**src/rtl/rtc_seq_pkg.sv**
```systemverilog
package rtc_seq_pkg;
   localparam int unsigned BYTE_W     = 8;
   localparam int unsigned WORD_W     = 3 * BYTE_W;
   localparam int unsigned N_WR_STEPS = 10;
   localparam int unsigned N_RD_STEPS = 7;
   localparam int unsigned N_STEPS    = N_WR_STEPS + N_RD_STEPS;
   localparam int unsigned STEP_W     = $clog2(N_STEPS);
   localparam int unsigned IDX_W      = 3;

   // register indices (address bits 3:1 of the clock registers)
   localparam logic [IDX_W-1:0] IX_SEC  = 3'd0;
   localparam logic [IDX_W-1:0] IX_MIN  = 3'd1;
   localparam logic [IDX_W-1:0] IX_HOUR = 3'd2;
   localparam logic [IDX_W-1:0] IX_DATE = 3'd3;
   localparam logic [IDX_W-1:0] IX_MON  = 3'd4;
   localparam logic [IDX_W-1:0] IX_WDAY = 3'd5;
   localparam logic [IDX_W-1:0] IX_YEAR = 3'd6;

   localparam logic [BYTE_W-1:0] CTRL_ADDR    = 8'h8E;
   localparam logic [BYTE_W-1:0] TRICKLE_ADDR = 8'h90;
   localparam logic [BYTE_W-1:0] PROTECT_OFF  = 8'h00;
   localparam logic [BYTE_W-1:0] PROTECT_ON   = 8'h80;

   typedef enum logic [1:0] {
      SQ_IDLE  = 2'd0,
      SQ_ISSUE = 2'd1,
      SQ_WAIT  = 2'd2
   } sq_state_t;
endpackage

```
**src/rtl/rtc_step_rom.sv**
```systemverilog
module rtc_step_rom
   import rtc_seq_pkg::*;
#(
   parameter logic [7:0] INIT_SEC  = 8'h30,
   parameter logic [7:0] INIT_MIN  = 8'h11,
   parameter logic [7:0] INIT_HOUR = 8'h08,
   parameter logic [7:0] INIT_DATE = 8'h21,
   parameter logic [7:0] INIT_MON  = 8'h03,
   parameter logic [7:0] INIT_WDAY = 8'h03,
   parameter logic [7:0] INIT_YEAR = 8'h17,
   parameter logic [7:0] TRICKLE   = 8'hA7
) (
   input  logic [STEP_W-1:0] step,
   output logic [BYTE_W-1:0] addr,
   output logic [BYTE_W-1:0] wdata,
   output logic              is_write,
   output logic [IDX_W-1:0]  reg_idx
);
   localparam int unsigned N_INIT = 7;
   localparam logic [N_INIT*BYTE_W-1:0] INIT_PK =
      {INIT_YEAR, INIT_WDAY, INIT_MON, INIT_DATE, INIT_HOUR, INIT_MIN, INIT_SEC};
   localparam logic [STEP_W-1:0] ST_PROT_OFF = STEP_W'(0);
   localparam logic [STEP_W-1:0] ST_LAST_TIME = STEP_W'(N_INIT);
   localparam logic [STEP_W-1:0] ST_TRICKLE = STEP_W'(N_INIT + 1);
   localparam logic [STEP_W-1:0] ST_PROT_ON = STEP_W'(N_INIT + 2);
   localparam logic [STEP_W-1:0] ST_RD0 = STEP_W'(N_WR_STEPS);

   // elaboration checks on the start values
   generate
      for (genvar g = 0; g < N_INIT; g++) begin : g_bcd_chk
         if (INIT_PK[BYTE_W*g +: 4] > 4'd9)
            $error("start value %0d has a non-BCD low digit", g);
         if (g != 0 && INIT_PK[BYTE_W*g+4 +: 4] > 4'd9)
            $error("start value %0d has a non-BCD high digit", g);
      end
      if (INIT_SEC[6:4] > 3'd5) $error("seconds above 59");
      if (INIT_MIN > 8'h59) $error("minutes above 59");
      if (INIT_HOUR > 8'h23) $error("hours must be 24-hour BCD");
      if (INIT_MON == 8'h00 || INIT_MON > 8'h12) $error("month out of range");
      if (INIT_DATE == 8'h00 || INIT_DATE > 8'h31) $error("date out of range");
      if (INIT_WDAY == 8'h00 || INIT_WDAY > 8'h07) $error("weekday out of range");
      if (N_STEPS != N_WR_STEPS + N_RD_STEPS) $error("step count mismatch");
   endgenerate

   logic [IDX_W-1:0] k;
   logic [IDX_W-1:0] r;

   always_comb begin
      addr     = CTRL_ADDR;
      wdata    = PROTECT_OFF;
      is_write = 1'b1;
      reg_idx  = IX_SEC;
      k        = IDX_W'(step - STEP_W'(1));
      r        = IDX_W'(step - ST_RD0);
      if (step == ST_PROT_OFF) begin
         addr  = CTRL_ADDR;
         wdata = PROTECT_OFF;
      end else if (step <= ST_LAST_TIME) begin
         reg_idx = k;
         addr    = {4'h8, k, 1'b0};
         wdata   = INIT_PK[{k, 3'b000} +: BYTE_W];
      end else if (step == ST_TRICKLE) begin
         addr  = TRICKLE_ADDR;
         wdata = TRICKLE;
      end else if (step == ST_PROT_ON) begin
         addr  = CTRL_ADDR;
         wdata = PROTECT_ON;
      end else begin
         is_write = 1'b0;
         wdata    = '0;
         // read order: sec, min, hour, date, month, year, weekday
         if (r == 3'd5)      reg_idx = IX_YEAR;
         else if (r == 3'd6) reg_idx = IX_WDAY;
         else                reg_idx = r;
         addr = {4'h8, reg_idx, 1'b1};
      end
   end
endmodule

```
**src/rtl/rtc_readback_collect.sv**
```systemverilog
module rtc_readback_collect
   import rtc_seq_pkg::*;
(
   input  logic              clk,
   input  logic              rst_n,
   input  logic              cap,
   input  logic [IDX_W-1:0]  idx,
   input  logic [BYTE_W-1:0] rdata,
   output logic [WORD_W-1:0] hms_word,
   output logic [WORD_W-1:0] ymd_word,
   output logic [WORD_W-1:0] wday_word
);
   localparam logic [BYTE_W-1:0] HALT_MASK = 8'h7F;

   logic [BYTE_W-1:0] sec_q, min_q, date_q, mon_q;

   always_ff @(posedge clk) begin
      if (!rst_n) begin
         sec_q     <= '0;
         min_q     <= '0;
         date_q    <= '0;
         mon_q     <= '0;
         hms_word  <= '0;
         ymd_word  <= '0;
         wday_word <= '0;
      end else if (cap) begin
         case (idx)
            IX_SEC:  sec_q  <= rdata & HALT_MASK;
            IX_MIN:  min_q  <= rdata;
            IX_DATE: date_q <= rdata;
            IX_MON:  mon_q  <= rdata;
            IX_HOUR: hms_word <= {rdata, min_q, sec_q};
            IX_YEAR: ymd_word <= {rdata, mon_q, date_q};
            IX_WDAY: wday_word <= {{(WORD_W-BYTE_W){1'b0}}, rdata};
            default: ;
         endcase
      end
   end
endmodule

```
**src/rtl/rtc_disp_sel.sv**
```systemverilog
module rtc_disp_sel
   import rtc_seq_pkg::*;
#(
   parameter bit WDAY_FIRST = 1'b1
) (
   input  logic [1:0]        key,
   input  logic [WORD_W-1:0] hms_word,
   input  logic [WORD_W-1:0] ymd_word,
   input  logic [WORD_W-1:0] wday_word,
   output logic [WORD_W-1:0] disp_word
);
   generate
      if (WDAY_FIRST) begin : g_wday_first
         always_comb begin
            if (key[0])      disp_word = wday_word;
            else if (key[1]) disp_word = ymd_word;
            else             disp_word = hms_word;
         end
      end else begin : g_date_first
         always_comb begin
            if (key[1])      disp_word = ymd_word;
            else if (key[0]) disp_word = wday_word;
            else             disp_word = hms_word;
         end
      end
   endgenerate
endmodule

```
**src/rtl/rtc_init_poll_seq.sv**
```systemverilog
module rtc_init_poll_seq
   import rtc_seq_pkg::*;
#(
   parameter logic [7:0] INIT_SEC   = 8'h30,
   parameter logic [7:0] INIT_MIN   = 8'h11,
   parameter logic [7:0] INIT_HOUR  = 8'h08,
   parameter logic [7:0] INIT_DATE  = 8'h21,
   parameter logic [7:0] INIT_MON   = 8'h03,
   parameter logic [7:0] INIT_WDAY  = 8'h03,
   parameter logic [7:0] INIT_YEAR  = 8'h17,
   parameter logic [7:0] TRICKLE    = 8'hA7,
   parameter bit         WDAY_FIRST = 1'b1
) (
   input  logic        clk,
   input  logic        rst_n,
   output logic        xfer_req,
   output logic        xfer_write,
   output logic [7:0]  xfer_addr,
   output logic [7:0]  xfer_wdata,
   input  logic        xfer_done,
   input  logic [7:0]  xfer_rdata,
   input  logic [1:0]  key,
   output logic [23:0] disp_word
);
   localparam logic [STEP_W-1:0] FIRST_RD = STEP_W'(N_WR_STEPS);
   localparam logic [STEP_W-1:0] LAST_STEP = STEP_W'(N_STEPS - 1);

   sq_state_t         state;
   logic [STEP_W-1:0] step;
   logic              busy;
   logic              cap;
   logic [IDX_W-1:0]  reg_idx;
   logic              is_write;
   logic [WORD_W-1:0] hms_word, ymd_word, wday_word;

   always_ff @(posedge clk) begin
      if (!rst_n) begin
         state <= SQ_IDLE;
         step  <= '0;
      end else begin
         case (state)
            SQ_IDLE:  state <= SQ_ISSUE;
            SQ_ISSUE: state <= SQ_WAIT;
            SQ_WAIT: if (xfer_done) begin
               state <= SQ_ISSUE;
               step  <= (step == LAST_STEP) ? FIRST_RD : step + STEP_W'(1);
            end
            default:  state <= SQ_IDLE;
         endcase
      end
   end

   assign busy     = (state == SQ_WAIT);
   assign xfer_req = (state == SQ_ISSUE);
   assign cap      = busy & xfer_done & ~is_write;
   assign xfer_write = is_write;

   rtc_step_rom #(
      .INIT_SEC (INIT_SEC),  .INIT_MIN (INIT_MIN),  .INIT_HOUR(INIT_HOUR),
      .INIT_DATE(INIT_DATE), .INIT_MON (INIT_MON),  .INIT_WDAY(INIT_WDAY),
      .INIT_YEAR(INIT_YEAR), .TRICKLE  (TRICKLE)
   ) u_rom (
      .step    (step),
      .addr    (xfer_addr),
      .wdata   (xfer_wdata),
      .is_write(is_write),
      .reg_idx (reg_idx)
   );

   rtc_readback_collect u_collect (
      .clk      (clk),
      .rst_n    (rst_n),
      .cap      (cap),
      .idx      (reg_idx),
      .rdata    (xfer_rdata),
      .hms_word (hms_word),
      .ymd_word (ymd_word),
      .wday_word(wday_word)
   );

   rtc_disp_sel #(.WDAY_FIRST(WDAY_FIRST)) u_sel (
      .key      (key),
      .hms_word (hms_word),
      .ymd_word (ymd_word),
      .wday_word(wday_word),
      .disp_word(disp_word)
   );
endmodule

```
**config.mk**
```make
export PLATFORM = sky130hd
export DESIGN_NAME = rtc_init_poll_seq
export DESIGN_NICKNAME = d
export VERILOG_FILES = /design/src/rtl/rtc_seq_pkg.sv /design/src/rtl/rtc_step_rom.sv /design/src/rtl/rtc_readback_collect.sv /design/src/rtl/rtc_disp_sel.sv /design/src/rtl/rtc_init_poll_seq.sv
export SDC_FILE = /design/constraint.sdc
export NUM_CORES = 1
export LEC_CHECK = 0
export ABC_CLOCK_PERIOD_IN_PS = 6000
export BUFFER_PORTS_ARGS = -buffer_cell sky130_fd_sc_hd__buf_2
export CORE_UTILIZATION = 60
export CTS_BUF_LIST = sky130_fd_sc_hd__clkbuf_16
export DETAILED_ROUTE_END_ITERATION = 10
export PLACE_DENSITY_LB_ADDON = 0.08
export SLEW_MARGIN = 10
export SYNTH_ARGS = -nofsm -noshare
export SYNTH_HDL_FRONTEND = slang
export SYNTH_HIERARCHICAL = 1
export SYNTH_SLANG_ARGS = --single-unit
export TNS_END_PERCENT = 1
```
**constraint.sdc**
```tcl
create_clock -name clk -period 6 [get_ports clk]
set_input_delay 0.3 -clock clk [delete_from_list [all_inputs] [get_ports clk]]
set_output_delay 0.3 -clock clk [all_outputs]
set_load 0.01 [all_outputs]
```
**After elaboration in Yosys (flattened, before gate mapping)**

Cells that the tools add are included.

- Logic and storage cells: 65
- Register bits: 93
- Input bits: 13
- Output and inout bits: 42

- Shift-type cells: 1
- Bitwise operators: 3
- Magnitude comparators: 1
- Equality and inequality tests: 14
- Mux-type cells: 23
- Add/sub/neg operators: 3
- Reduce and logical (&&, ||, !) cells: 11

Operators with widths:

| cell | count |
|---|---|
| $mux W8 | 7 |
| $shiftx A56 B7 Y8 const A | 1 |
| $mux W24 | 2 |
| $mux W3 | 6 |
| $reduce_and A2 Y1 | 8 |
| $eq A3 B3 Y1 const B | 5 |
| $eq A5 B4 Y1 const B | 2 |
| $eq A3 B2 Y1 const B | 2 |
| $pmux W2 S3 | 1 |
| $add A5 B1 Y5 const B | 1 |
| $eq A5 B5 Y1 const B | 1 |
| $le A5 B3 Y1 const B | 1 |
| $logic_not A5 Y1 | 1 |
| $mux W5 | 1 |
| $mux W1 | 4 |
| $mux W4 | 1 |
| $eq A3 B1 Y1 const B | 1 |
| $logic_not A3 Y1 | 1 |
| $sub A3 B1 Y3 const B | 1 |
| $sub A3 B2 Y3 const B | 1 |
| $and A1 B1 Y1 | 2 |
| $eq A2 B1 Y1 const B | 1 |
| $eq A2 B2 Y1 const B | 1 |
| $logic_not A2 Y1 | 1 |
| 3 further kinds | 3 |

**Depth between registers and ports, before layout**

- Depth after elaboration: 10
- Gate-level depth with buffers: 11
- Depth with buffers taken out: 9

**Hierarchy**

Netlist, hierarchy kept.

By module, submodules not included:

| module | cells an instance | area each (sq um) | instances | seq. area each (sq um) |
|---|---|---|---|---|
| rtc_readback_collect | 312 | 3,241.9 | 1 | 1,721.7 |
| rtc_disp_sel | 80 | 526.8 | 1 | 0.0 |
| rtc_step_rom | 70 | 481.7 | 1 | 0.0 |
| rtc_init_poll_seq | 39 | 360.3 | 1 | 140.1 |

**Worst setup path after synthesis**

No wires, ideal clock.

- Path type: flip-flop to flip-flop
- Start point: register step[0]
- End point: register u_collect.sec_q[4]
- Setup time: 124 ps
- Data arrival time: 2,489 ps
- Required time: 5,876 ps
- Cell stages (with the launch flop): 10
- Path buffers: 2
- Period minus slack after synthesis: 2,613 ps
- Setup slack: 3,387 ps
- Cells stage by stage: dfxtp_1 -> ha_1 -> and2_1 -> clkbuf_1 -> o21ai_0 -> o21ai_0 -> nor2_1 -> or4b_1 -> buf_6 -> mux2i_1

- Elaborated cells between the ends (all ways): 22
- Those cells by class: add/sub (2); order compare (1); eq/ne (4); mux (10); bitwise (2); reduce/logical (3)

RTL lines:

| what | line | source |
|---|---|---|
| from (decl) | rtc_init_poll_seq.sv:29 | `logic [STEP_W-1:0] step;` |
| from (signal assigned) | rtc_init_poll_seq.sv:46 | `step <= (step == LAST_STEP) ? FIRST_RD : step + STEP_W'(1);` |
| $eq A5 B4 Y1 | rtc_step_rom.sv:65 | `end else if (step == ST_PROT_ON) begin` |
| $mux W1 | rtc_step_rom.sv:65 |  |
| $mux W1 | rtc_step_rom.sv:62 | `end else if (step == ST_TRICKLE) begin` |
| $mux W1 | rtc_step_rom.sv:58 | `end else if (step <= ST_LAST_TIME) begin` |
| $mux W1 (*) | rtc_step_rom.sv:55 | `if (step == ST_PROT_OFF) begin` |
| via xfer_write | rtc_init_poll_seq.sv:17 | `output logic xfer_write,` |
| $not A1 Y1 (*) | rtc_init_poll_seq.sv:55 | `assign cap = busy & xfer_done & ~is_write;` |
| $and A1 B1 Y1 (*) | rtc_init_poll_seq.sv:55 |  |
| via cap | rtc_init_poll_seq.sv:31 | `logic cap;` |
| $reduce_and A2 Y1 (no source line) (*) | n/a |  |
| to (signal assigned) | rtc_readback_collect.sv:28 | `IX_SEC: sec_q <= rdata & HALT_MASK;` |
| to (decl) | rtc_readback_collect.sv:15 | `logic [BYTE_W-1:0] sec_q, min_q, date_q, mon_q;` |

The timed path passes the listed nets; every way through them passes the cells marked *.
A chain may end at the register's enable or synchronous reset.

**Worst setup path in the final report**

- Start point: register step[0]
- End point: register u_collect.mon_q[5]

- Longest elaborated chain between the ends: 10
- Elaborated cells between the ends (all ways): 22
- Those cells by class: add/sub (2); order compare (1); eq/ne (5); mux (10); bitwise (2); reduce/logical (2)

RTL lines:

| what | line | source |
|---|---|---|
| $sub A3 B2 Y3 | rtc_step_rom.sv:54 | `r = IDX_W'(step - ST_RD0);` |
| $eq A3 B3 Y1 | rtc_step_rom.sv:73 | `else if (r == 3'd6) reg_idx = IX_WDAY;` |
| $mux W3 | rtc_step_rom.sv:73 |  |
| $mux W3 | rtc_step_rom.sv:72 | `if (r == 3'd5) reg_idx = IX_YEAR;` |
| $mux W3 | rtc_step_rom.sv:65 |  |
| $mux W3 | rtc_step_rom.sv:62 |  |
| $mux W3 | rtc_step_rom.sv:58 |  |
| $mux W3 (*) | rtc_step_rom.sv:55 |  |
| via reg_idx[2] | rtc_init_poll_seq.sv:32 | `logic [IDX_W-1:0] reg_idx;` |
| $eq A3 B3 Y1 (*) | rtc_readback_collect.sv:27 | `case (idx)` |
| $reduce_and A2 Y1 (no source line) (*) | n/a |  |
| to (signal assigned) | rtc_readback_collect.sv:31 | `IX_MON: mon_q <= rdata;` |
| to (decl) | rtc_readback_collect.sv:15 |  |

Marked as above.

==> impl_metrics.json <==
{
  "io_pins": 55,
  "final.setup.worst_slack_ns": 2.73,
  "clkTransAtPathRegs_ns": 0.07,
  "rows": 31,
  "final_cell_area_um2": 5070,
  "highest_layer": "met4",
  "area_growth_pct": 9.88,
  "grt.total_usage_pct": 24.0,
  "final_antenna_net_count": 0,
  "dr_wl_met2_mm": 4.64,
  "ir_drop_uv": 153,
  "cts_resized": 0,
  "worstHoldEndpoint": "state[0]",
  "die_w_um": 89.7,
  "total_power_mw": 1.31,
  "holdCritPathClass": "in -> reg",
  "drv_cap": 0,
  "synth_cells": 501,
  "finalHoldViolCount": 0,
  "ys_types": 47,
  "via_per_inst": 5.37,
  "syn_area_per_cell_um2": 9.20,
  "vias": 3408,
  "portBuffers": 50,
  "total_leakage_power_nw": 2.48,
  "tightest_slew_ns": 0.890,
  "drt-total-wl_mm": 9.35,
  "cts_hold_buf": 0,
  "synthFlopType": "dfxtp_1",
  "yosysWarnings": 6,
  "crit_fanout": 12,
  "dp_hpwl_mm": 6.17,
  "crit_family": "compound AO/OA/AOI/OAI gates",
  "crit_path_end_kind": "register",
  "n_antenna_cell": 0,
  "whs_path_depth": 3,
  "core_um2": 7330,
  "drtIter0Drc": 89,
  "synth_area_leader_cell": "dfxtp_1",
  "synthDominantCellAreaShare_pct": 40.4,
  "grt_max_degree": 63,
  "cts_buffers": 9,
  "synth-seq-cells": 93,
  "final_common_cell": "nand2_1",
  "hold_start": "xfer_done",
  "post-route-util_pct": 69.1,
  "status": "completed",
  "setup-tns-final_ns": 0,
  "die_area_um2": 8040,
  "cts.sink_count": 93,
  "instances_no_fill": 635,
  "worstPathRequired_ns": 6.25,
  "place_area_um2": 4730,
  "clk_latency_ns": 0.34,
  "wl_per_cell_um": 14.7,
  "r2r-start": "step[0]",
  "r2r_end": "u_collect/mon_q[5]",
  "cts_buffer_depth": 2,
  "place_congestion": 0.866,
  "setup_viol": 0,
  "clockRootBuffer": "clkbuf_16",
  "pre_cts_ws_ns": 2.59,
  "powerDensity_nw_per_um2": 259,
  "period_share_pct": 54.5,
  "synthTopCellsByArea": "dfxtp_1, mux2i_1, nand2_1",
  "cts_tree": "yes",
  "wl_met3_um": 335,
  "start_util_pct": 62.9,
  "critPathBufInv": 1,
  "grt_pass1_wl_mm": 14.4,
  "met1_length_mm": 4.33,
  "final_cell_mix": "nand2_1, mux2i_1, dfxtp_1",
  "syn-cell-area_um2": 4610,
  "cts_htree_levels": 3,
  "drive_above_1_share_pct": 13.4,
  "grt_pass1_vias": 2967,
  "drc_errors": 0,
  "ys_seq_area_share_pct": 40.4,
  "fin_nets": 552,
  "regToRegSetupSlack_ns": 2.73,
  "rsz0062_at_grt": "no",
  "cts_setup_buffers": 0,
  "drv_slew": 0,
  "max_stage_delay_ns": 0.73,
  "fmax_mhz": 306,
  "worst-setup-path-type": "reg -> reg",
  "crit_arrival_ns": 3.52,
  "dieHeight_um": 89.7,
  "timing.slew.headroom_pct": 40.1,
  "synth-edff-count": 0,
  "clock_skew_ns": 0.00979,
  "grt-ovfl-total": 0,
  "reg2reg_depth": 7,
  "dp_cells": 619,
  "dr.pass1.iters": 4,
  "critPathLaunchType": "register",
  "min_period_ns": 3.27,
  "postSynth.asyncResetShare_pct": 0,
  "crit_chain": "inv_1, ha_1, a21oi_1, nor2_1, o31ai_1, nand4bb_1, mux2i_1",
  "antenna_found_initial": 0,
  "cpMaxStageDelayCell": "o31ai_1",
  "holdWs_ns": 0.317
}
## logic make-up after synthesis
kind of cell | synth area share (%)
adders and majority gates | 2.17
and+or+nand+nor | 16.3
other | 0.244
buffers and inverters | 8.44
muxes | 24.3
AOI/OAI and AO/OA | 8.01
DFF | 40.4
xor gates and xnor gates | 0.190
## how the worst max path moves through the flow
stage	endpoint	cells after the start	slack, ns	from
floorplan	u_collect/sec_q[4]	9	3.39	step[0]
global placement	u_collect/min_q[2]	7	2.79	step[0]
detailed placement	u_collect/min_q[5]	7	2.59	step[0]
CTS	u_collect/min_q[5]	7	2.58	step[0]
global route	u_collect/wday_word[5]	7	2.44	step[0]
finish	u_collect/mon_q[5]	7	2.73	step[0]
## flip-flops by register name (all words and copies together), names as in the netlist
signal / cells
u_collect/hms_word: 23
u_collect/min_q: 8
u_collect/sec_q: 7
u_collect/date_q: 8
step: 5
u_collect/wday_word: 8
state: 2
u_collect/mon_q: 8
u_collect/ymd_word: 24
## power by group
part	leakage, nW	switching (mW)	internal, mW
sequential	0.749	0.00276	0.619
combinational	1.58	0.0549	0.0276
clock	0.155	0.240	0.367
## synthesized netlist by cell type (2+ instances only)
library cell,n
a21boi_0,2
a21boi_1,2
a21oi_1,3
a31oi_1,2
a41o_1,2
buf_1,5
buf_12,2
buf_2,12
buf_4,24
buf_6,2
clkbuf_1,7
conb_1,3
dfxtp_1,93
ha_1,8
inv_1,11
mux2i_1,112
nand2_1,123
nand2b_1,3
nand3_1,7
nand4b_1,2
nand4bb_1,3
nor2_1,6
nor2b_1,5
nor4bb_1,2
o211ai_1,6
o21ai_0,10
o21ai_1,21
o31ai_1,3
or4b_1,2
## layer usage
metal / up-vias / GRT usage (%)
met2: 57 / 41.9
met3: 2 / 5.12
met4: 0 / 7.22
met1: 1615 / 29.6
li1: 1734 / -
met5: - / 0
## final cells by class
cell class | count | area, um2
fillers | 592 | 2260
clock inverters | 7 | 98.8
inverters | 11 | 41.3
clock buffers | 9 | 225
repair buffers | 53 | 273
flip-flops and latches | 93 | 1860
multi-input cells | 363 | 2440
well taps | 99 | 124
## worst min-delay path: cells and delay by family
kind                   cells  cell delay, ns
AND/OR/NAND/NOR            2            0.19
buffers and inverters      1            0.11
Power figures use the tool's default switching activity.
